File: config.mk
export PLATFORM = sky130hd
export DESIGN_NAME = burst_hold_ctrl
export DESIGN_NICKNAME = d
export VERILOG_FILES = /design/src/rtl/burst_hold_pkg.sv /design/src/rtl/bh_sync_bank.sv /design/src/rtl/bh_hyst_latch.sv /design/src/rtl/bh_gap_counter.sv /design/src/rtl/bh_pulse_select.sv /design/src/rtl/burst_hold_ctrl.sv
export SDC_FILE = /design/constraint.sdc
export NUM_CORES = 1
export LEC_CHECK = 0
export ABC_AREA = 1
export BUFFER_PORTS_ARGS = -buffer_cell sky130_fd_sc_hd__clkbuf_2
export CAP_MARGIN = 20
export CORE_ASPECT_RATIO = 1.5
export CORE_MARGIN = 1
export CORE_UTILIZATION = 34
export DETAILED_ROUTE_END_ITERATION = 10
export GPL_ROUTABILITY_DRIVEN = 0
export PLACE_DENSITY_LB_ADDON = 0.1
export SYNTH_ARGS = -nofsm -noshare
export SYNTH_HDL_FRONTEND = slang
export SYNTH_HIERARCHICAL = 1
export SYNTH_SLANG_ARGS = --single-unit
File: constraint.sdc
create_clock -name clk -period 3.4 [get_ports clk]
set_input_delay 0.68 -clock clk [delete_from_list [all_inputs] [get_ports clk]]
set_output_delay 0.68 -clock clk [all_outputs]
set_load 0.03 [all_outputs]
File: src/rtl/burst_hold_pkg.sv
package burst_hold_pkg;
  localparam int FLAG_N    = 5;
  localparam int F_FB_LO   = 0;
  localparam int F_FB_HI   = 1;
  localparam int F_FB_HOLD = 2;
  localparam int F_SUP_LO  = 3;
  localparam int F_SUP_HI  = 4;

  typedef enum logic [1:0] {
    SEL_IDLE  = 2'b00,
    SEL_PWM   = 2'b01,
    SEL_FORCE = 2'b10
  } pulse_sel_e;
endpackage

File: src/rtl/bh_sync_bank.sv
module bh_sync_bank #(
  parameter int WIDTH  = 5,
  parameter int STAGES = 2
) (
  input  logic             clk,
  input  logic             rst,
  input  logic [WIDTH-1:0] d,
  output logic [WIDTH-1:0] q
);
  for (genvar i = 0; i < WIDTH; i++) begin : g_bit
    logic [STAGES-1:0] sh;
    always_ff @(posedge clk) begin
      if (rst) sh <= '0;
      else     sh <= {sh[STAGES-2:0], d[i]};
    end
    assign q[i] = sh[STAGES-1];
  end
endmodule

File: src/rtl/bh_hyst_latch.sv
module bh_hyst_latch (
  input  logic clk,
  input  logic rst,
  input  logic sample,
  input  logic set_c,
  input  logic clr_c,
  output logic q,
  output logic q_next
);
  always_comb begin
    q_next = q;
    if (sample) begin
      if (!q && set_c)     q_next = 1'b1;
      else if (q && clr_c) q_next = 1'b0;
    end
  end

  always_ff @(posedge clk) begin
    if (rst) q <= 1'b0;
    else     q <= q_next;
  end
endmodule

File: src/rtl/bh_gap_counter.sv
module bh_gap_counter #(
  parameter int LIMIT = 12500,
  parameter int W     = 14
) (
  input  logic         clk,
  input  logic         rst,
  input  logic         restart,
  output logic [W-1:0] cnt
);
  localparam logic [W-1:0] SAT = W'(LIMIT);

  always_ff @(posedge clk) begin
    if (rst || restart)  cnt <= W'(1);
    else if (cnt != SAT) cnt <= cnt + W'(1);
  end
endmodule

File: src/rtl/bh_pulse_select.sv
module bh_pulse_select
  import burst_hold_pkg::*;
#(
  parameter int BURST_GAP = 5682,
  parameter int HOLD_GAP  = 12500,
  parameter int W         = 14
) (
  input  logic         clk,
  input  logic         rst,
  input  logic         cycle_start,
  input  logic         shutdown,
  input  logic         burst_next,
  input  logic         hold_next,
  input  logic [W-1:0] gap,
  output logic         pwm_en,
  output logic         force_pulse,
  output logic         issue
);
  localparam logic [W-1:0] LIM_B = W'(BURST_GAP);
  localparam logic [W-1:0] LIM_H = W'(HOLD_GAP);

  pulse_sel_e sel;

  always_comb begin
    if (hold_next)       sel = (gap >= LIM_H) ? SEL_FORCE : SEL_IDLE;
    else if (burst_next) sel = (gap >= LIM_B) ? SEL_FORCE : SEL_IDLE;
    else                 sel = SEL_PWM;
  end

  assign issue = cycle_start && !shutdown && (sel != SEL_IDLE);

  always_ff @(posedge clk) begin
    if (rst || shutdown) begin
      pwm_en      <= 1'b0;
      force_pulse <= 1'b0;
    end else if (cycle_start) begin
      pwm_en      <= (sel == SEL_PWM);
      force_pulse <= (sel == SEL_FORCE);
    end
  end
endmodule

File: src/rtl/burst_hold_ctrl.sv
module burst_hold_ctrl
  import burst_hold_pkg::*;
#(
  parameter int BURST_GAP   = 5682,
  parameter int HOLD_GAP    = 12500,
  parameter int SYNC_STAGES = 2,
  localparam int GAP_MAX    = (BURST_GAP > HOLD_GAP) ? BURST_GAP : HOLD_GAP,
  localparam int CNT_W      = $clog2(GAP_MAX + 1)
) (
  input  logic clk,
  input  logic rst,
  input  logic cycle_start,
  input  logic fb_below_lo,
  input  logic fb_above_hi,
  input  logic fb_below_hold,
  input  logic sup_below_entry,
  input  logic sup_above_exit,
  input  logic shutdown,
  output logic pwm_en,
  output logic force_pulse
);
  logic [FLAG_N-1:0] raw_flags, s_flags;
  logic              burst_q, burst_nx, hold_q, hold_nx;
  logic              issue;
  logic [CNT_W-1:0]  gap_q;

  always_comb begin
    raw_flags            = '0;
    raw_flags[F_FB_LO]   = fb_below_lo;
    raw_flags[F_FB_HI]   = fb_above_hi;
    raw_flags[F_FB_HOLD] = fb_below_hold;
    raw_flags[F_SUP_LO]  = sup_below_entry;
    raw_flags[F_SUP_HI]  = sup_above_exit;
  end

  bh_sync_bank #(.WIDTH(FLAG_N), .STAGES(SYNC_STAGES)) u_sync (
    .clk(clk), .rst(rst), .d(raw_flags), .q(s_flags)
  );

  bh_hyst_latch u_burst (
    .clk(clk), .rst(rst), .sample(cycle_start),
    .set_c(s_flags[F_FB_LO]), .clr_c(s_flags[F_FB_HI]),
    .q(burst_q), .q_next(burst_nx)
  );

  bh_hyst_latch u_hold (
    .clk(clk), .rst(rst), .sample(cycle_start),
    .set_c(s_flags[F_FB_HOLD] && s_flags[F_SUP_LO]),
    .clr_c(s_flags[F_SUP_HI] || !s_flags[F_FB_HOLD]),
    .q(hold_q), .q_next(hold_nx)
  );

  bh_gap_counter #(.LIMIT(GAP_MAX), .W(CNT_W)) u_gap (
    .clk(clk), .rst(rst), .restart(issue || shutdown), .cnt(gap_q)
  );

  bh_pulse_select #(.BURST_GAP(BURST_GAP), .HOLD_GAP(HOLD_GAP), .W(CNT_W)) u_sel (
    .clk(clk), .rst(rst), .cycle_start(cycle_start), .shutdown(shutdown),
    .burst_next(burst_nx), .hold_next(hold_nx), .gap(gap_q),
    .pwm_en(pwm_en), .force_pulse(force_pulse), .issue(issue)
  );
endmodule

### Yosys cells after proc, flatten, opt, wreduce, memory -nomap -nowiden

Cells that the tools add are included.

* add/sub/neg operators: 1
* $lt $le $gt $ge: 2
* equal/unequal tests: 3
* muxes and demuxes: 10
* reduce and logical (&&, ||, !) cells: 16

Operators by type and width (number)
* $add A14 B1 Y14 const B: 1
* $ge A14 B13 Y1 const B: 1
* $ge A14 B14 Y1 const B: 1
* $ne A14 B14 Y1 const B: 1
* $mux W2: 4
* $logic_and A1 B1 Y1: 7
* $mux W1: 6
* $logic_not A1 Y1: 4
* $logic_or A1 B1 Y1: 4
* $eq A2 B1 Y1 const B: 1
* $eq A2 B2 Y1 const B: 1
* $reduce_bool A2 Y1: 1

* register bits: 28
* input port bits: 9
* output and inout bits: 2
* word-level logic and storage cells: 42

### Depth between registers and ports, before layout

Gate-level depths: netlist (run 1).

* word-level depth: 11
* depth in mapped cells: 18
* mapped depth without buffers: 17

### Cells and area by module

The synthesis (run 1) kept the hierarchy.

Modules (own cells, without submodules)
* bh_gap_counter: times used 1, cells an instance 121, area an instance 799.5 µm², seq. area each 280.3 µm²
* bh_sync_bank: times used 1, cells an instance 36, area an instance 324.1 µm², seq. area each 200.2 µm²
* bh_pulse_select: times used 1, cells an instance 48, area an instance 232.7 µm², seq. area each 40.0 µm²
* bh_hyst_latch: times used 2, cells an instance 8, area an instance 52.6 µm², seq. area each 20.0 µm²
* burst_hold_ctrl: times used 1, cells an instance 7, area an instance 26.3 µm², seq. area each 0.0 µm²

### Worst setup path before layout (run 1)

Ideal clock, no wire load.

* path kind: input to register
* start: input cycle_start
* end: register u_gap.cnt[10]
* setup time: 0.070 ns
* arrival: 1.792 ns
* required time: 3.330 ns
* path slack: 1.538 ns
* stages on the path: 14
* path buffers: 0
* path through: nand3_1 > nand2_2 > inv_1 > inv_1 > nor2_1 > nand2_1 > nand2_1 > o21ai_0 > inv_1 > inv_1 > nand2_1 > nor2_1 > inv_2 > a21oi_1

* elaborated cells between the ends (all ways): 9
* those cells by class: 4 x mux; 5 x reduce/logical

RTL lines
* from (decl): RTL line burst_hold_ctrl.sv:12 `input logic cycle_start,`
* $mux W1: RTL line bh_hyst_latch.sv:12 `if (sample) begin`
* net hold_nx: RTL line burst_hold_ctrl.sv:23 `logic burst_q, burst_nx, hold_q, hold_nx;`
* $mux W2: RTL line bh_pulse_select.sv:25 `if (hold_next) sel = (gap >= LIM_H) ? SEL_FORCE : SEL_IDLE;`
* $reduce_bool A2 Y1: RTL line bh_pulse_select.sv:30 `assign issue = cycle_start && !shutdown && (sel != SEL_IDLE);`
* $logic_and A1 B1 Y1: RTL line bh_pulse_select.sv:30
* net issue: RTL line burst_hold_ctrl.sv:24 `logic issue;`
* $logic_or A1 B1 Y1: RTL line burst_hold_ctrl.sv:54 `.clk(clk), .rst(rst), .restart(issue || shutdown), .cnt(gap_q)`
* $logic_or A1 B1 Y1: RTL line bh_gap_counter.sv:13 `if (rst || restart) cnt <= W'(1);`
* to (signal assigned): RTL line bh_gap_counter.sv:14 `else if (cnt != SAT) cnt <= cnt + W'(1);`
* to (decl): RTL line bh_gap_counter.sv:8 `output logic [W-1:0] cnt`

The timed path passes the listed nets, and every way through them passes these cells.
A chain may end at the register's enable or synchronous reset.

### Worst setup path in the final report (run 1)

* start: input cycle_start
* end: register u_gap.cnt[11]

The elaborated chain is that of the path after synthesis.

==> flow_metrics.env, run 1 <==
export IMPL_avgSynthCellArea_um2=6.52
export IMPL_synth_distinct_cells=22
export IMPL_root_buffer="clkbuf_8"
export IMPL_worstSetupPathType="primary input to flop"
export IMPL_cts_sinks=28
export IMPL_h_tree_depth=1
export IMPL_final_nets=248
export IMPL_clockBufferDepth=2
export IMPL_yosysMostFrequentCell="nand2_1"
export IMPL_n_antenna_cell=0
export IMPL_firstDrtPassIters=4
export IMPL_antenna_found_initial=0
export IMPL_synth_seq_area_share=0.377
export IMPL_async_flop_share=0
export IMPL_ir_worst_vdd_mv=0.241
export IMPL_die_area_um2=4650
export IMPL_path_clk_slew_ns=0.10
export IMPL_pwr_share_clk=0.412
export IMPL_synth_area_um2=1490
export IMPL_synth_ff_type="dfxtp_1"
export IMPL_cts_setup_buffers=0
export IMPL_max_cap_violations=0
export IMPL_syn_instance_count=228
export IMPL_dp_slack_ns=1.17
export IMPL_seqPwrFrac=0.534
export IMPL_start_util=0.353
export IMPL_status="finished clean"
export IMPL_die_h_um=83.0
export IMPL_p_per_area_nw_per_um2=395
export IMPL_synth_top_area_cell="dfxtp_1"
export IMPL_ctsResizeCount=0
export IMPL_ant_nets=0
export IMPL_grt_pass1_vias=1244
export IMPL_num_vias=1325
export IMPL_hp_class="flop to flop"
export IMPL_portBuffers=10
export IMPL_skew_ns=0.00322
export IMPL_grt_use_met1=0.149
export IMPL_cp_required_ns=3.61
export IMPL_top_usage_layer="met2"
export IMPL_grtUsageMet3=0.0140
export IMPL_ys_ff_latch=28
export IMPL_gr_usage_all_layers=0.144
export IMPL_netlist_area_leader_share=0.377
export IMPL_core_um2=4210
export IMPL_min_period_over_period=0.569
export IMPL_wl_per_cell_um=11.0
export IMPL_areaGrowthSynthToFinish_pct=8.75
export IMPL_routed_wl_um=3110
export IMPL_cts_buffers=3
export IMPL_min_period_ns=1.94
export IMPL_num_io_pins=11
export IMPL_rows=29
export IMPL_setup_viol=0
export IMPL_rsz0062_at_grt="false"
export IMPL_crit_path_end_kind="flop"
export IMPL_ctsHoldBuffers=0
export IMPL_p_sw_frac=0.207
export IMPL_synthTopCellsByCount="50 x nand2_1, 44 x nor2_1, 43 x inv_1"
export IMPL_relSlewSlack=0.774
export IMPL_viasPerCell=4.70
export IMPL_drt_iter0_drc=41
export IMPL_cp_max_fo=10
export IMPL_cts_tree="yes"
export IMPL_fmax_mhz=516
export IMPL_grt_ovfl_total=0
export IMPL_tightest_slew_ns=0.337
export IMPL_clk_latency_ns=0.27
export IMPL_met2_usage=0.280
export IMPL_internal_power_w=0.000507
export IMPL_r2r_slack_ns=1.47
export IMPL_cp_arrival_ns=2.15
export IMPL_synth_edf_count=0
export IMPL_setup_tns_final_ns=0
export IMPL_dp_hpwl_um=2430
export IMPL_grt_first_pass_wirelength_um=5330
export IMPL_setup_ws_ns=1.46
export IMPL_p_leak_nw=0.692
export IMPL_layout_drive_gt1_share=0.106
export IMPL_multi_input_area_um2=709
export IMPL_syn_num_nets=239
export IMPL_fillCellCount=465
export IMPL_grt_max_degree=17
export IMPL_maxSlewViolCount=0
export IMPL_combPwrFrac=0.055
export IMPL_switching_power_w=0.000133
export IMPL_yosys_warnings=6
export IMPL_drc=0
export IMPL_ys_top_cells_by_area="dfxtp_1 38%, nand2_1 13%, nor2_1 11%, inv_1 11%, nand3_1 5.4%"
export IMPL_cp_start_kind="primary input"
export IMPL_finalHoldViolations=0
export IMPL_fp_dieW_um=56.0
export IMPL_seqCellArea_um2=561
[power groups by stage]
stage / registers (W) / logic (W) / clock network [W]
2_1_floorplan: 0.000349 / 0.0000262 / 0
3_3_place_gp: 0.000349 / 0.0000361 / 0
3_5_place_dp: 0.000349 / 0.0000354 / 0
4_1_cts: 0.000342 / 0.0000358 / 0.000279
5_1_grt: 0.000343 / 0.0000405 / 0.000290
6_report: 0.000341 / 0.0000349 / 0.000263
[registers in the layout, summed over array words and instances, names as in the netlist]
signal and flops:
u_burst/q 1, u_gap/cnt 14, u_hold/q 1, u_sel/force_pulse 1
u_sel/pwm_en 1, u_sync/g_bit.sh 10
[stage by stage]
stage | cell area [um^2] | util | power, W | hold slack [ns] | std cells
detailed placement | 1550 | 0.367 | 0.000385 | 0.395 | 278
global route | 1620 | 0.384 | 0.000673 | 0.439 | 282
CTS | 1620 | 0.384 | 0.000656 | 0.413 | 282
global placement | 1550 | 0.367 | 0.000385 | 0.398 | 278
floorplan | 1490 | - | 0.000375 | 0.388 | 228
finish | 1620 | 0.384 | 0.000640 | 0.409 | 282
[placed cells by master, fill, tap and decap left out]
master	count
clkbuf_8	3
nor2_1	44
dfxtp_1	28
or2_2	1
nor2_8	1
bufinv_16	1
nand3_4	1
inv_2	1
xnor2_1	1
inv_1	43
clkbuf_2	10
o21ai_0	2
nand3_1	16
clkinv_1	1
nand2_2	2
xor2_1	4
ha_1	2
nand2_1	50
a21oi_2	1
nor3_1	3
nor2_2	4
a21oi_1	11
nand4_1	6
[routing by layer]
metal / vias to the layer above / routed length [um]
li1: 701 / -
met1: 602 / 1280
met2: 18 / 1710
met3: 4 / 60
met4: 0 / 60
met5: - / 0
[worst max-delay path: stages]
cell and delay [ns]:
clkbuf_2 0.13, nand3_1 0.10, nand2_2 0.09, inv_1 0.05, inv_1 0.06, nor2_1 0.04, nand2_1 0.05, nand2_1 0.06
o21ai_0 0.14, inv_1 0.05, inv_1 0.04, nand2_1 0.04, nor2_1 0.28, inv_2 0.17, a21oi_1 0.15
[kinds of logic after synthesis]
logic type      share of synthesized area
xor+xnor                           0.0294
compound gates                     0.0496
flops                               0.377
simple gates                        0.381
buf+inv                             0.146
fa+ha+maj                          0.0168
[final cells by class]
type	instances	area share
flip-flops and latches	28	0.346
clock inverters	1	0.0186
multi-input cells	149	0.439
repair buffers	10	0.0309
inverters	45	0.104
well taps	46	0.0356
clock buffers	3	0.0255
[final timing paths]
kind | start | cells after the start | endpoint
setup reg to reg | u_gap/cnt[11] | 14 | u_gap/cnt[11]
setup / recovery | cycle_start | 15 | u_gap/cnt[11]
hold reg to reg | u_sync/g_bit[1].sh[0] | 2 | u_sync/g_bit[1].sh[1]
hold / removal | u_sync/g_bit[1].sh[0] | 2 | u_sync/g_bit[1].sh[1]
Power figures use the tool's default switching activity.
==> run 2: changes to the inputs <==
==> constraint.sdc (replaced) <==
create_clock -name clk -period 1.6 [get_ports clk]
set_input_delay 0.32 -clock clk [delete_from_list [all_inputs] [get_ports clk]]
set_output_delay 0.32 -clock clk [all_outputs]
set_load 0.03 [all_outputs]
==> flow_metrics.env, run 2 (synthesis results as in run 1) <==
export IMPL_finalHoldViolations=0
export IMPL_routed_wl_um=3320
export IMPL_largest_register_ffs=14
export IMPL_stdcell_area_um2=1870
export IMPL_cpPeakStageDelay_ns=0.34
export IMPL_place_area_um2=1730
export IMPL_grt_first_pass_wirelength_um=5620
export IMPL_status="finished clean"
export IMPL_largest_register="u_gap/cnt"
export IMPL_internal_power_w=0.00109
export IMPL_path_delay_family="simple AND/OR/NAND/NOR gates"
export IMPL_n_antenna_cell=0
export IMPL_drt_iter0_drc=51
export IMPL_layout_drive_gt1_share=0.290
export IMPL_rows=29
export IMPL_multi_input_area_um2=756
export IMPL_ctsHoldBuffers=0
export IMPL_min_period_over_period=0.989
export IMPL_path_clk_slew_ns=0.10
export IMPL_ant_nets=0
export IMPL_cp_num_buf_inv=4
export IMPL_path_cells="inv_2 -> nand2_2 -> nor3_2 -> o21ai_1 -> nand2_1 -> nand2_2 -> o21ai_2 -> inv_1 -> inv_1 -> nand2_2 -> nor2_4 -> buf_6 -> nand3_1"
export IMPL_portBuffers=10
export IMPL_h_tree_depth=1
export IMPL_tightest_slew_ns=0.331
export IMPL_pwr_share_clk=0.405
export IMPL_fillCellCount=445
export IMPL_die_area_um2=4650
export IMPL_clockBufferDepth=2
export IMPL_relSlewSlack=0.780
export IMPL_hp_class="primary input to flop"
export IMPL_final_nets=274
export IMPL_switching_power_w=0.000293
export IMPL_wl_per_cell_um=10.8
export IMPL_seqPwrFrac=0.521
export IMPL_cp_arrival_ns=1.76
export IMPL_die_h_um=83.0
export IMPL_cts_buffers=3
export IMPL_seqCellArea_um2=568
export IMPL_fmax_mhz=632
export IMPL_layout_common_cells="44 x nand2_1, 40 x nor2_1, 38 x inv_1"
export IMPL_start_util=0.353
export IMPL_gr_usage_all_layers=0.154
export IMPL_p_leak_nw=0.832
export IMPL_setup_viol=0
export IMPL_antenna_found_initial=0
export IMPL_reg_top3="u_gap/cnt (14), u_sync/g_bit.sh (10)"
export IMPL_crit_slowest_cell="dfxtp_2"
export IMPL_crit_path_end_kind="flop"
export IMPL_power_w=0.00139
export IMPL_cts_sinks=28
export IMPL_crit_path_frequent_cell="nand2_2"
export IMPL_min_period_ns=1.58
export IMPL_cts_tree="yes"
export IMPL_r2r_slack_ns=0.02
export IMPL_viasPerCell=4.48
export IMPL_num_io_pins=11
export IMPL_rsz0062_at_grt="true"
export IMPL_skew_ns=0.00296
export IMPL_max_cap_violations=0
export IMPL_ir_worst_vdd_mv=0.517
export IMPL_cp_max_fo=4
export IMPL_cp_start_kind="flop"
export IMPL_p_sw_frac=0.211
export IMPL_dp_hpwl_um=2600
export IMPL_grt_ovfl_total=0
export IMPL_root_buffer="clkbuf_8"
export IMPL_core_um2=4210
export IMPL_combPwrFrac=0.074
export IMPL_drc=0
export IMPL_grt_max_degree=17
export IMPL_worstSetupPathType="flop to flop"
export IMPL_areaGrowthSynthToFinish_pct=25.9
export IMPL_fp_dieW_um=56.0
export IMPL_cp_required_ns=1.78
export IMPL_maxSlewViolCount=0
export IMPL_clk_latency_ns=0.27
export IMPL_firstDrtPassIters=4
export IMPL_p_per_area_nw_per_um2=741
export IMPL_final_common_cell="nand2_1"
export IMPL_grt_pass1_vias=1251
export IMPL_num_vias=1379
==> run 2: changes by cell type in the layout (fill, tap and decap cells not counted), sizes merged <==
cell	change
buf	+26
==> run 2: final timing paths <==
path | startpoint | endpoint | cells after the start
setup / recovery | u_gap/cnt[9] | u_gap/cnt[0] | 13
hold / removal | sup_above_exit | u_sync/g_bit[4].sh[0] | 3
setup reg to reg | u_gap/cnt[9] | u_gap/cnt[0] | 13
hold reg to reg | u_sync/g_bit[2].sh[0] | u_sync/g_bit[2].sh[1] | 2
==> run 2: worst register-to-register path: stages (launching register included) <==
cell and delay [ns]:
dfxtp_2 0.34, inv_2 0.07, nand2_2 0.06, nor3_2 0.18, o21ai_1 0.09, nand2_1 0.08, nand2_2 0.06, o21ai_2 0.11
inv_1 0.05, inv_1 0.06, nand2_2 0.06, nor2_4 0.14, buf_6 0.13, nand3_1 0.07
==> run 2: what timing repair did <==
| item | in CTS | in global routing |
|---|---|---|
| setup endpoints to repair | 14 | 14 |
| buffers inserted | 2 | 0 |
| pin swaps | 6 | 7 |
| gates resized for setup | 13 | 16 |
| cloned | 0 | 0 |
==> run 2: metrics by stage <==
stage                     TNS (ns)   util  hold WS [ns]  setup slack (ns)  instances
after floorplan                  0      -         0.387           0.00760        228
after global placement      -0.695  0.411         0.392           -0.0836        302
after detailed placement    -0.561  0.411         0.395           -0.0710        302
after CTS                        0  0.438         0.210           0.00138        308
after global routing         -1.39  0.445         0.213            -0.136        308
final                            0  0.445         0.223            0.0169        308
==> run 2: cell type report <==
class / count / share of cell area
inverters: 45 / 0.0915
clock inverters: 1 / 0.0160
flip-flops and latches: 28 / 0.303
repair buffers: 36 / 0.133
well taps: 46 / 0.0307
clock buffers: 3 / 0.0220
multi-input cells: 149 / 0.403
==> run 2: per-layer routing <==
metal | share of wire | vias up | global-route usage
met2 | 0.54 | 23 | 0.284
li1 | - | 753 | -
met5 | 0 | - | 0
met3 | 0.026 | 4 | 0.0218
met4 | 0.017 | 0 | 0.0621
met1 | 0.41 | 599 | 0.173
==> run 2: power groups by stage <==
stage	logic, W	registers, W	clock network [W]
final	0.000103	0.000723	0.000562
after global routing	0.000117	0.000725	0.000616
after CTS	0.000101	0.000723	0.000593
after detailed placement	0.0000943	0.000739	0
after global placement	0.0000961	0.000739	0
after floorplan	0.0000564	0.000742	0
